$ cat src/rtl/simd_q_pkg.sv
package simd_q_pkg;
  parameter int unsigned REG_N = 8;
  parameter int unsigned REG_W = $clog2(REG_N);
  parameter int unsigned TAG_W = 6;

  typedef enum logic [1:0] {
    OP_NORM = 2'd0,
    OP_MOVL = 2'd1,
    OP_INSL = 2'd2,
    OP_STOR = 2'd3
  } op_cls_e;

  typedef struct packed {
    logic [TAG_W-1:0] tag;
    logic [REG_W-1:0] dst;
  } q_entry_t;
endpackage

$ cat src/rtl/simd_op_fifo.sv
module simd_op_fifo
  import simd_q_pkg::*;
#(
  parameter int unsigned DEPTH = 6
) (
  input  logic     clk_i,
  input  logic     rst_ni,
  input  logic     push_i,
  input  q_entry_t push_data_i,
  input  logic     pop_i,
  output q_entry_t head_o,
  output logic     empty_o,
  output logic     full_o
);
  localparam int unsigned PTR_W = (DEPTH > 1) ? $clog2(DEPTH) : 1;
  localparam int unsigned CNT_W = $clog2(DEPTH + 1);

  q_entry_t         mem_q [DEPTH];
  logic [PTR_W-1:0] wr_q, rd_q;
  logic [CNT_W-1:0] cnt_q;

  function automatic logic [PTR_W-1:0] ptr_next(input logic [PTR_W-1:0] p);
    return (p == PTR_W'(DEPTH - 1)) ? '0 : p + 1'b1;
  endfunction

  always_ff @(posedge clk_i) begin
    if (push_i) mem_q[wr_q] <= push_data_i;
  end

  always_ff @(posedge clk_i or negedge rst_ni) begin
    if (!rst_ni) begin
      wr_q  <= '0;
      rd_q  <= '0;
      cnt_q <= '0;
    end else begin
      if (push_i) wr_q <= ptr_next(wr_q);
      if (pop_i)  rd_q <= ptr_next(rd_q);
      case ({push_i, pop_i})
        2'b10:   cnt_q <= cnt_q + 1'b1;
        2'b01:   cnt_q <= cnt_q - 1'b1;
        default: cnt_q <= cnt_q;
      endcase
    end
  end

  assign head_o  = mem_q[rd_q];
  assign empty_o = (cnt_q == '0);
  assign full_o  = (cnt_q == CNT_W'(DEPTH));

  assert_no_overflow_R2: assert property (@(posedge clk_i) disable iff (!rst_ni)
    push_i |-> !full_o || pop_i);
  assert_no_underflow_R3: assert property (@(posedge clk_i) disable iff (!rst_ni)
    pop_i |-> !empty_o);
endmodule

$ cat src/rtl/simd_exec_pipe.sv
module simd_exec_pipe
  import simd_q_pkg::*;
#(
  parameter int unsigned LAT = 6,
  parameter int unsigned GAP = 2
) (
  input  logic     clk_i,
  input  logic     rst_ni,
  input  logic     head_valid_i,
  input  q_entry_t head_i,
  output logic     issue_o,
  output logic     done_o,
  output q_entry_t done_entry_o
);
  localparam int unsigned GW = $clog2(GAP + 1);

  logic [GW-1:0] gap_q;
  logic [LAT-1:0] vld_q;
  q_entry_t       stg_q [LAT];

  assign issue_o = head_valid_i && (gap_q == '0);

  always_ff @(posedge clk_i or negedge rst_ni) begin
    if (!rst_ni)          gap_q <= '0;
    else if (issue_o)     gap_q <= GW'(GAP - 1);
    else if (gap_q != '0) gap_q <= gap_q - 1'b1;
  end

  always_ff @(posedge clk_i or negedge rst_ni) begin
    if (!rst_ni) vld_q[0] <= 1'b0;
    else         vld_q[0] <= issue_o;
  end
  always_ff @(posedge clk_i) begin
    if (issue_o) stg_q[0] <= head_i;
  end

  for (genvar i = 1; i < LAT; i++) begin : g_stage
    always_ff @(posedge clk_i or negedge rst_ni) begin
      if (!rst_ni) vld_q[i] <= 1'b0;
      else         vld_q[i] <= vld_q[i-1];
    end
    always_ff @(posedge clk_i) begin
      stg_q[i] <= stg_q[i-1];
    end
  end

  assign done_o       = vld_q[LAT-1];
  assign done_entry_o = stg_q[LAT-1];

  if (GAP > 1) begin : g_gap_chk
    assert_issue_gap_R3: assert property (@(posedge clk_i) disable iff (!rst_ni)
      issue_o |=> !issue_o);
  end
endmodule

$ cat src/rtl/simd_scoreboard.sv
module simd_scoreboard
  import simd_q_pkg::*;
#(
  parameter int unsigned CNT_W = 4
) (
  input  logic             clk_i,
  input  logic             rst_ni,
  input  logic             inc_en_i,
  input  logic [REG_W-1:0] inc_reg_i,
  input  logic             deca_en_i,
  input  logic [REG_W-1:0] deca_reg_i,
  input  logic             decb_en_i,
  input  logic [REG_W-1:0] decb_reg_i,
  output logic [REG_N-1:0] pend_o
);
  for (genvar r = 0; r < REG_N; r++) begin : g_reg
    logic [CNT_W-1:0] cnt_q;
    logic inc, deca, decb;
    assign inc  = inc_en_i  && (inc_reg_i  == REG_W'(r));
    assign deca = deca_en_i && (deca_reg_i == REG_W'(r));
    assign decb = decb_en_i && (decb_reg_i == REG_W'(r));

    always_ff @(posedge clk_i or negedge rst_ni) begin
      if (!rst_ni) cnt_q <= '0;
      else cnt_q <= cnt_q + CNT_W'(inc) - CNT_W'(deca) - CNT_W'(decb);
    end
    assign pend_o[r] = (cnt_q != '0);

    assert_no_underflow_R9: assert property (@(posedge clk_i) disable iff (!rst_ni)
      (deca || decb) |-> cnt_q != '0);
  end
endmodule

$ cat src/rtl/simd_xfer_unit.sv
module simd_xfer_unit
  import simd_q_pkg::*;
#(
  parameter int unsigned SCHED_CYC = 5,
  parameter int unsigned INS_CYC   = 4,
  parameter int unsigned STORE_CYC = 10
) (
  input  logic             clk_i,
  input  logic             rst_ni,
  input  logic             start_i,
  input  op_cls_e          cls_i,
  input  logic [REG_W-1:0] reg_i,
  input  logic [TAG_W-1:0] tag_i,
  output logic             busy_o,
  output logic             block_o,
  output logic             is_load_o,
  output logic [REG_W-1:0] reg_o,
  output logic             done_o,
  output logic [TAG_W-1:0] done_tag_o
);
  localparam int unsigned LD_MAX = SCHED_CYC - 1 + INS_CYC;
  localparam int unsigned C_MAX  = (LD_MAX > STORE_CYC - 1) ? LD_MAX : STORE_CYC - 1;
  localparam int unsigned CW     = $clog2(C_MAX + 1);

  logic          busy_q, store_q;
  logic [CW-1:0] cnt_q, exec_q;

  always_ff @(posedge clk_i or negedge rst_ni) begin
    if (!rst_ni) begin
      busy_q  <= 1'b0;
      store_q <= 1'b0;
      cnt_q   <= '0;
      exec_q  <= '0;
      reg_o   <= '0;
      done_tag_o <= '0;
    end else if (start_i) begin
      busy_q     <= 1'b1;
      store_q    <= (cls_i == OP_STOR);
      reg_o      <= reg_i;
      done_tag_o <= tag_i;
      case (cls_i)
        OP_STOR: begin cnt_q <= CW'(STORE_CYC - 1);           exec_q <= '0; end
        OP_INSL: begin cnt_q <= CW'(SCHED_CYC - 1 + INS_CYC); exec_q <= CW'(INS_CYC); end
        default: begin cnt_q <= CW'(SCHED_CYC - 1);           exec_q <= '0; end
      endcase
    end else if (busy_q) begin
      if (cnt_q == '0) busy_q <= 1'b0;
      else             cnt_q  <= cnt_q - 1'b1;
    end
  end

  assign busy_o    = busy_q;
  assign is_load_o = busy_q && !store_q;
  // store blocks for its whole life, a load only in its scheduling window
  assign block_o   = busy_q && (store_q || (cnt_q > exec_q));
  assign done_o    = busy_q && (cnt_q == '0);

  assert_single_xfer_R5: assert property (@(posedge clk_i) disable iff (!rst_ni)
    start_i |-> !busy_q);
  assert_done_pulse_R7: assert property (@(posedge clk_i) disable iff (!rst_ni)
    done_o |=> !done_o);
endmodule

$ cat src/rtl/simd_issue_ctrl.sv
module simd_issue_ctrl
  import simd_q_pkg::*;
#(
  parameter int unsigned DEPTH     = 6,
  parameter int unsigned LAT       = 6,
  parameter int unsigned GAP       = 2,
  parameter int unsigned SCHED_CYC = 5,
  parameter int unsigned INS_CYC   = 4,
  parameter int unsigned STORE_CYC = 10
) (
  input  logic             clk_i,
  input  logic             rst_ni,
  input  logic             valid_i,
  input  logic [1:0]       cls_i,
  input  logic [REG_W-1:0] dst_i,
  input  logic [REG_W-1:0] src_i,
  input  logic [TAG_W-1:0] tag_i,
  output logic             stall_o,
  output logic             q_done_o,
  output logic [TAG_W-1:0] q_tag_o,
  output logic             xfer_done_o,
  output logic [TAG_W-1:0] xfer_tag_o
);
  localparam int unsigned PEND_W = $clog2(DEPTH + LAT + 2);

  op_cls_e          cls;
  logic             full, empty, pop, accept, push, start;
  logic             x_busy, x_block, x_load;
  logic [REG_W-1:0] x_reg;
  logic [REG_N-1:0] pend;
  logic             cls_stall, ld_conflict;
  q_entry_t         head, done_ent, new_ent;

  assign cls = op_cls_e'(cls_i);

  assign ld_conflict = x_load && ((src_i == x_reg) || (dst_i == x_reg));

  always_comb begin
    unique case (cls)
      OP_NORM:          cls_stall = full || ld_conflict;
      OP_MOVL, OP_INSL: cls_stall = x_busy || pend[dst_i];
      default:          cls_stall = x_busy || pend[src_i];
    endcase
  end

  assign stall_o = valid_i && (x_block || cls_stall);
  assign accept  = valid_i && !stall_o;
  assign push    = accept && (cls == OP_NORM);
  assign start   = accept && (cls != OP_NORM);
  assign new_ent = '{tag: tag_i, dst: dst_i};

  simd_op_fifo #(.DEPTH(DEPTH)) i_fifo (
    .clk_i, .rst_ni,
    .push_i(push), .push_data_i(new_ent), .pop_i(pop),
    .head_o(head), .empty_o(empty), .full_o(full)
  );

  simd_exec_pipe #(.LAT(LAT), .GAP(GAP)) i_pipe (
    .clk_i, .rst_ni,
    .head_valid_i(!empty), .head_i(head), .issue_o(pop),
    .done_o(q_done_o), .done_entry_o(done_ent)
  );
  assign q_tag_o = done_ent.tag;

  simd_xfer_unit #(.SCHED_CYC(SCHED_CYC), .INS_CYC(INS_CYC), .STORE_CYC(STORE_CYC)) i_xfer (
    .clk_i, .rst_ni,
    .start_i(start), .cls_i(cls), .reg_i((cls == OP_STOR) ? src_i : dst_i), .tag_i(tag_i),
    .busy_o(x_busy), .block_o(x_block), .is_load_o(x_load), .reg_o(x_reg),
    .done_o(xfer_done_o), .done_tag_o(xfer_tag_o)
  );

  simd_scoreboard #(.CNT_W(PEND_W)) i_sb (
    .clk_i, .rst_ni,
    .inc_en_i(accept && (cls != OP_STOR)), .inc_reg_i(dst_i),
    .deca_en_i(q_done_o), .deca_reg_i(done_ent.dst),
    .decb_en_i(xfer_done_o && x_load), .decb_reg_i(x_reg),
    .pend_o(pend)
  );

  assert_stall_idle_R1: assert property (@(posedge clk_i) disable iff (!rst_ni)
    !valid_i |-> !stall_o);
endmodule

$ cat config.mk
export PLATFORM = sky130hd
export DESIGN_NAME = simd_issue_ctrl
export DESIGN_NICKNAME = d
export VERILOG_FILES = /design/src/rtl/simd_q_pkg.sv /design/src/rtl/simd_op_fifo.sv /design/src/rtl/simd_exec_pipe.sv /design/src/rtl/simd_scoreboard.sv /design/src/rtl/simd_xfer_unit.sv /design/src/rtl/simd_issue_ctrl.sv
export SDC_FILE = /design/constraint.sdc
export NUM_CORES = 1
export LEC_CHECK = 0
export ABC_AREA = 0
export BUFFER_PORTS_ARGS = -buffer_cell sky130_fd_sc_hd__clkbuf_2
export CAP_MARGIN = 10
export CORE_UTILIZATION = 50
export DETAILED_ROUTE_END_ITERATION = 6
export GPL_ROUTABILITY_DRIVEN = 0
export PLACE_DENSITY = 0.65
export SLEW_MARGIN = 20
export SYNTH_ARGS = -nofsm -noshare
export SYNTH_HDL_FRONTEND = slang
export SYNTH_HIERARCHICAL = 1
export SYNTH_SLANG_ARGS = --single-unit
$ cat constraint.sdc
create_clock -name clk_i -period 7.5 [get_ports clk_i]
set_clock_uncertainty 0.15 [all_clocks]
set_input_delay 0.75 -clock clk_i [delete_from_list [all_inputs] [get_ports clk_i]]
set_output_delay 0.75 -clock clk_i [all_outputs]
set_load 0.005 [all_outputs]
==> metrics <==
outcome finished, final reports clean; VDD IR max approximately 0.20 mV; Diodes inserted 0; num rows 43; Setup-failing EPs final 0; Worst Path Class, Setup reg2reg; post-synth cell types 57; Yosys Warn Count 6; Worst Path Required approximately 7.7 ns; Clock Sinks roughly 170; Top cell by count, worst path ha_1; r2r startpoint i_sb/g_reg[2].cnt_q[2]; WL per Instance around 16 µm; Rel. slew slack about a third; Layout area overhead 13.1%; R2R Setup Slk between 3 and 4 ns; antenna viol nets, final 0; max cap viols 0; Post-DP HPWL ~7900 µm; Post-CTS Setup Inserts 0; Hold Buf Count CTS 0; worst hold path class reg2reg; initial antenna violation count 0; Final Cycle Share between 50 and 60%; Syn Nets about 570; IO Port Bufs 31; Power per Cell Area about 400 nW/µm²; NumNets Final 616; reg2reg end i_sb/g_reg[0].cnt_q[3]; CORE AREA 14000 µm²; register bit total from synthesis ~170; DIE AREA 15000 µm²; Die Wd 122 µm; Slew @ Worst Pin slightly above 1 ns; origin of the worst min-delay path i_pipe/stg_q[4][8]; post-layout min period about 3.8 ns; Worst R2R Path Depth 13; Residual DRC 0; Hold Path Depth 0; Final Hold Fails 0; Die H ~120 µm; final WL between 10000 and 15000 µm; Slew Limit Fails 0; maximum number of pins on one net before global-route repair 66; CTS tree built; global-route wire length before repair approximately 20000 µm; worst path arrival time between 3 and 4 ns; CTS resizes 0; share of cells above drive strength 1 23.1%; RSZ-0062 raised after global routing no; DR pass1 iterations 4; number of synthesized flops with an enable pin between 60 and 70; crit path cell chain inv_1 -> ha_1 -> or3b_1 -> mux2i_1 -> mux4_2 -> a22oi_2 -> a211oi_1 -> nor4b_2 -> ha_1 -> ha_1 -> inv_1 -> fa_1 -> xor2_1; Most used DFF post-synth dfrtp_1; f_max between 200 and 300 MHz; CP delay by family, top adder cells; max incr delay on CP 0.70 ns; number of global-route vias before repair 3915; Syn Inst Count 500; io pins 32; Seq/Total Area, Yosys just over 60%; GRT overflow 0; Initial Util about half; cts bufs inserted 17; CP Launch Type flop; fraction of registers with async set/reset 37.6%; worst path bufs/invs 2; Leakage between 3 and 4 nW; Max Fanout on Critical Path 8; DP Cell Count roughly 710; Hold EP i_pipe/stg_q[5][8]; Post-Syn Area 7250 µm²; Setup crit end kind flop; CP max-delay cell a211oi_1; total track usage about 18%; CTS H-Tree Depth 4; CTS Buffer Depth 2; Initial DRC Count between 200 and 250; vias per cell between 5 and 6; via count between 3000 and 4000; Syn Area/Cell ~14 µm²; clk slew on worst S/H paths about 0.06 ns; post-route setup TNS 0 ns; Skew-Pair Late Insertion Delay 0.42 ns; Final Non-Filler Cells between 700 and 800; root buffer cell clkbuf_16
-- cell type report --
type / count / area (µm²)
clock buffer: 22 / 518
multi-input combinational: 240 / 2470
sequential: 173 / 4420
inverter: 77 / 289
tap: 180 / 225
timing repair buffer: 36 / 193
fill: 1150 / 5790
clock inverter: 10 / 86.3
-- power breakdown --
group          internal, mW  leakage [nW]  switching, mW
registers              1.34          1.74          0.203
clock network         0.502         0.302          0.373
logic                 0.423          1.59          0.426
total                  2.27          3.63           1.00
-- layout by cell type, fill, tap and decap left out, drive strengths merged, types with 2 or more instances in the layout --
cell type and n:
and4bb 9, and4 4, nor2 10, nor4b 4, xnor2 11, xor2 8
nand2b 3, buf 6, inv 84, clkinv 3, a21o 2, nor3 16
o21ai 5, mux4 2, dfxtp 45, dfrtp 65, nand2 10, and2 3
a21oi 4, and4b 10, a211oi 2, mux2i 17, nor3b 2, mux2 30
or3b 8, ha 37, fa 17, edfxtp 63, nand4 3, clkbuf 52
a221o 9
-- flip-flops by register name, summed over array words and instances, names as in the netlist, 4 cells and up --
register / cells
i_xfer/cnt_q: 4
i_pipe/vld_q: 5
i_pipe/stg_q: 54
i_xfer/done_tag_o: 6
i_fifo/mem_q: 54
i_sb/g.cnt_q: 32
-- worst register-to-register path: cells and delay by family (launching register included) --
kind / cells / cell delay, ns
simple gates: 2 / 0.74
mux: 2 / 0.40
compound gates: 2 / 0.79
fa+ha+maj: 4 / 0.88
buf+inv: 2 / 0.15
flops: 1 / 0.36
xor+xnor: 1 / 0.17
-- how the worst max path moves through the flow --
stage,from,end,slack (ns),depth (start not counted)
after floorplan,cls_i[0],i_sb/g_reg[0].cnt_q[3],4.30,12
after global placement,dst_i[1],i_sb/g_reg[0].cnt_q[3],3.58,11
after detailed placement,dst_i[1],i_sb/g_reg[0].cnt_q[3],3.57,11
after CTS,i_sb/g_reg[3].cnt_q[2],i_sb/g_reg[0].cnt_q[3],3.70,13
after global routing,i_sb/g_reg[5].cnt_q[2],i_sb/g_reg[0].cnt_q[3],3.50,13
final,i_sb/g_reg[2].cnt_q[2],i_sb/g_reg[0].cnt_q[3],3.74,13
-- cell usage after synthesis (3+ instances only) --
library cell / instances / area, µm²
nand2b_1: 3 / 18.8
fa_1: 17 / 340
dfrtp_1: 65 / 1630
inv_1: 76 / 285
xnor2_1: 11 / 96.3
mux2_2: 21 / 236
and4b_2: 8 / 90.1
nand2_1: 9 / 33.8
o21ai_0: 3 / 15.0
a221o_1: 9 / 90.1
or3b_1: 8 / 70.1
nor2_1: 10 / 37.5
and4bb_2: 9 / 113
dfxtp_1: 45 / 901
mux2i_1: 17 / 170
a21oi_1: 3 / 15.0
nor4b_2: 3 / 45.0
nor3_1: 16 / 80.1
mux2_4: 9 / 135
buf_2: 4 / 20.0
xor2_1: 8 / 70.1
ha_1: 37 / 463
edfxtp_1: 63 / 1890
nand4_1: 3 / 18.8
-- metal layers --
metal,vias up,GRT usage (%),share of wire (%)
li1,1834,-,-
met1,1877,23.6,46
met2,91,28.5,48
met3,10,4.74,5.4
met4,0,6.40,1.2
met5,-,0,0
-- metrics by stage --
step / hold slack (ns) / utilization (%) / setup WS [ns] / area (µm²) / power [mW]
after detailed placement: 0.162 / 54.3 / 3.57 / 7590 / 2.43
after global placement: 0.160 / 54.3 / 3.58 / 7590 / 2.37
after global routing: 0.178 / 58.6 / 3.50 / 8200 / 3.50
after CTS: 0.176 / 58.6 / 3.70 / 8200 / 3.31
after floorplan: 0.160 / - / 4.30 / 7250 / 2.17
final: 0.176 / 58.6 / 3.74 / 8200 / 3.27
-- logic make-up after synthesis --
| family | after synthesis | synth area share (%) |
|---|---|---|
| AOI/OAI and AO/OA | 31 | 3.38 |
| xor gates and xnor gates | 19 | 2.30 |
| adders and majority gates | 54 | 11.1 |
| buffers and inverters | 87 | 5.04 |
| DFF | 173 | 61.0 |
| muxes | 49 | 8.10 |
| and+or+nand+nor | 87 | 9.12 |
Note: power is estimated with default switching activity, not from simulation.
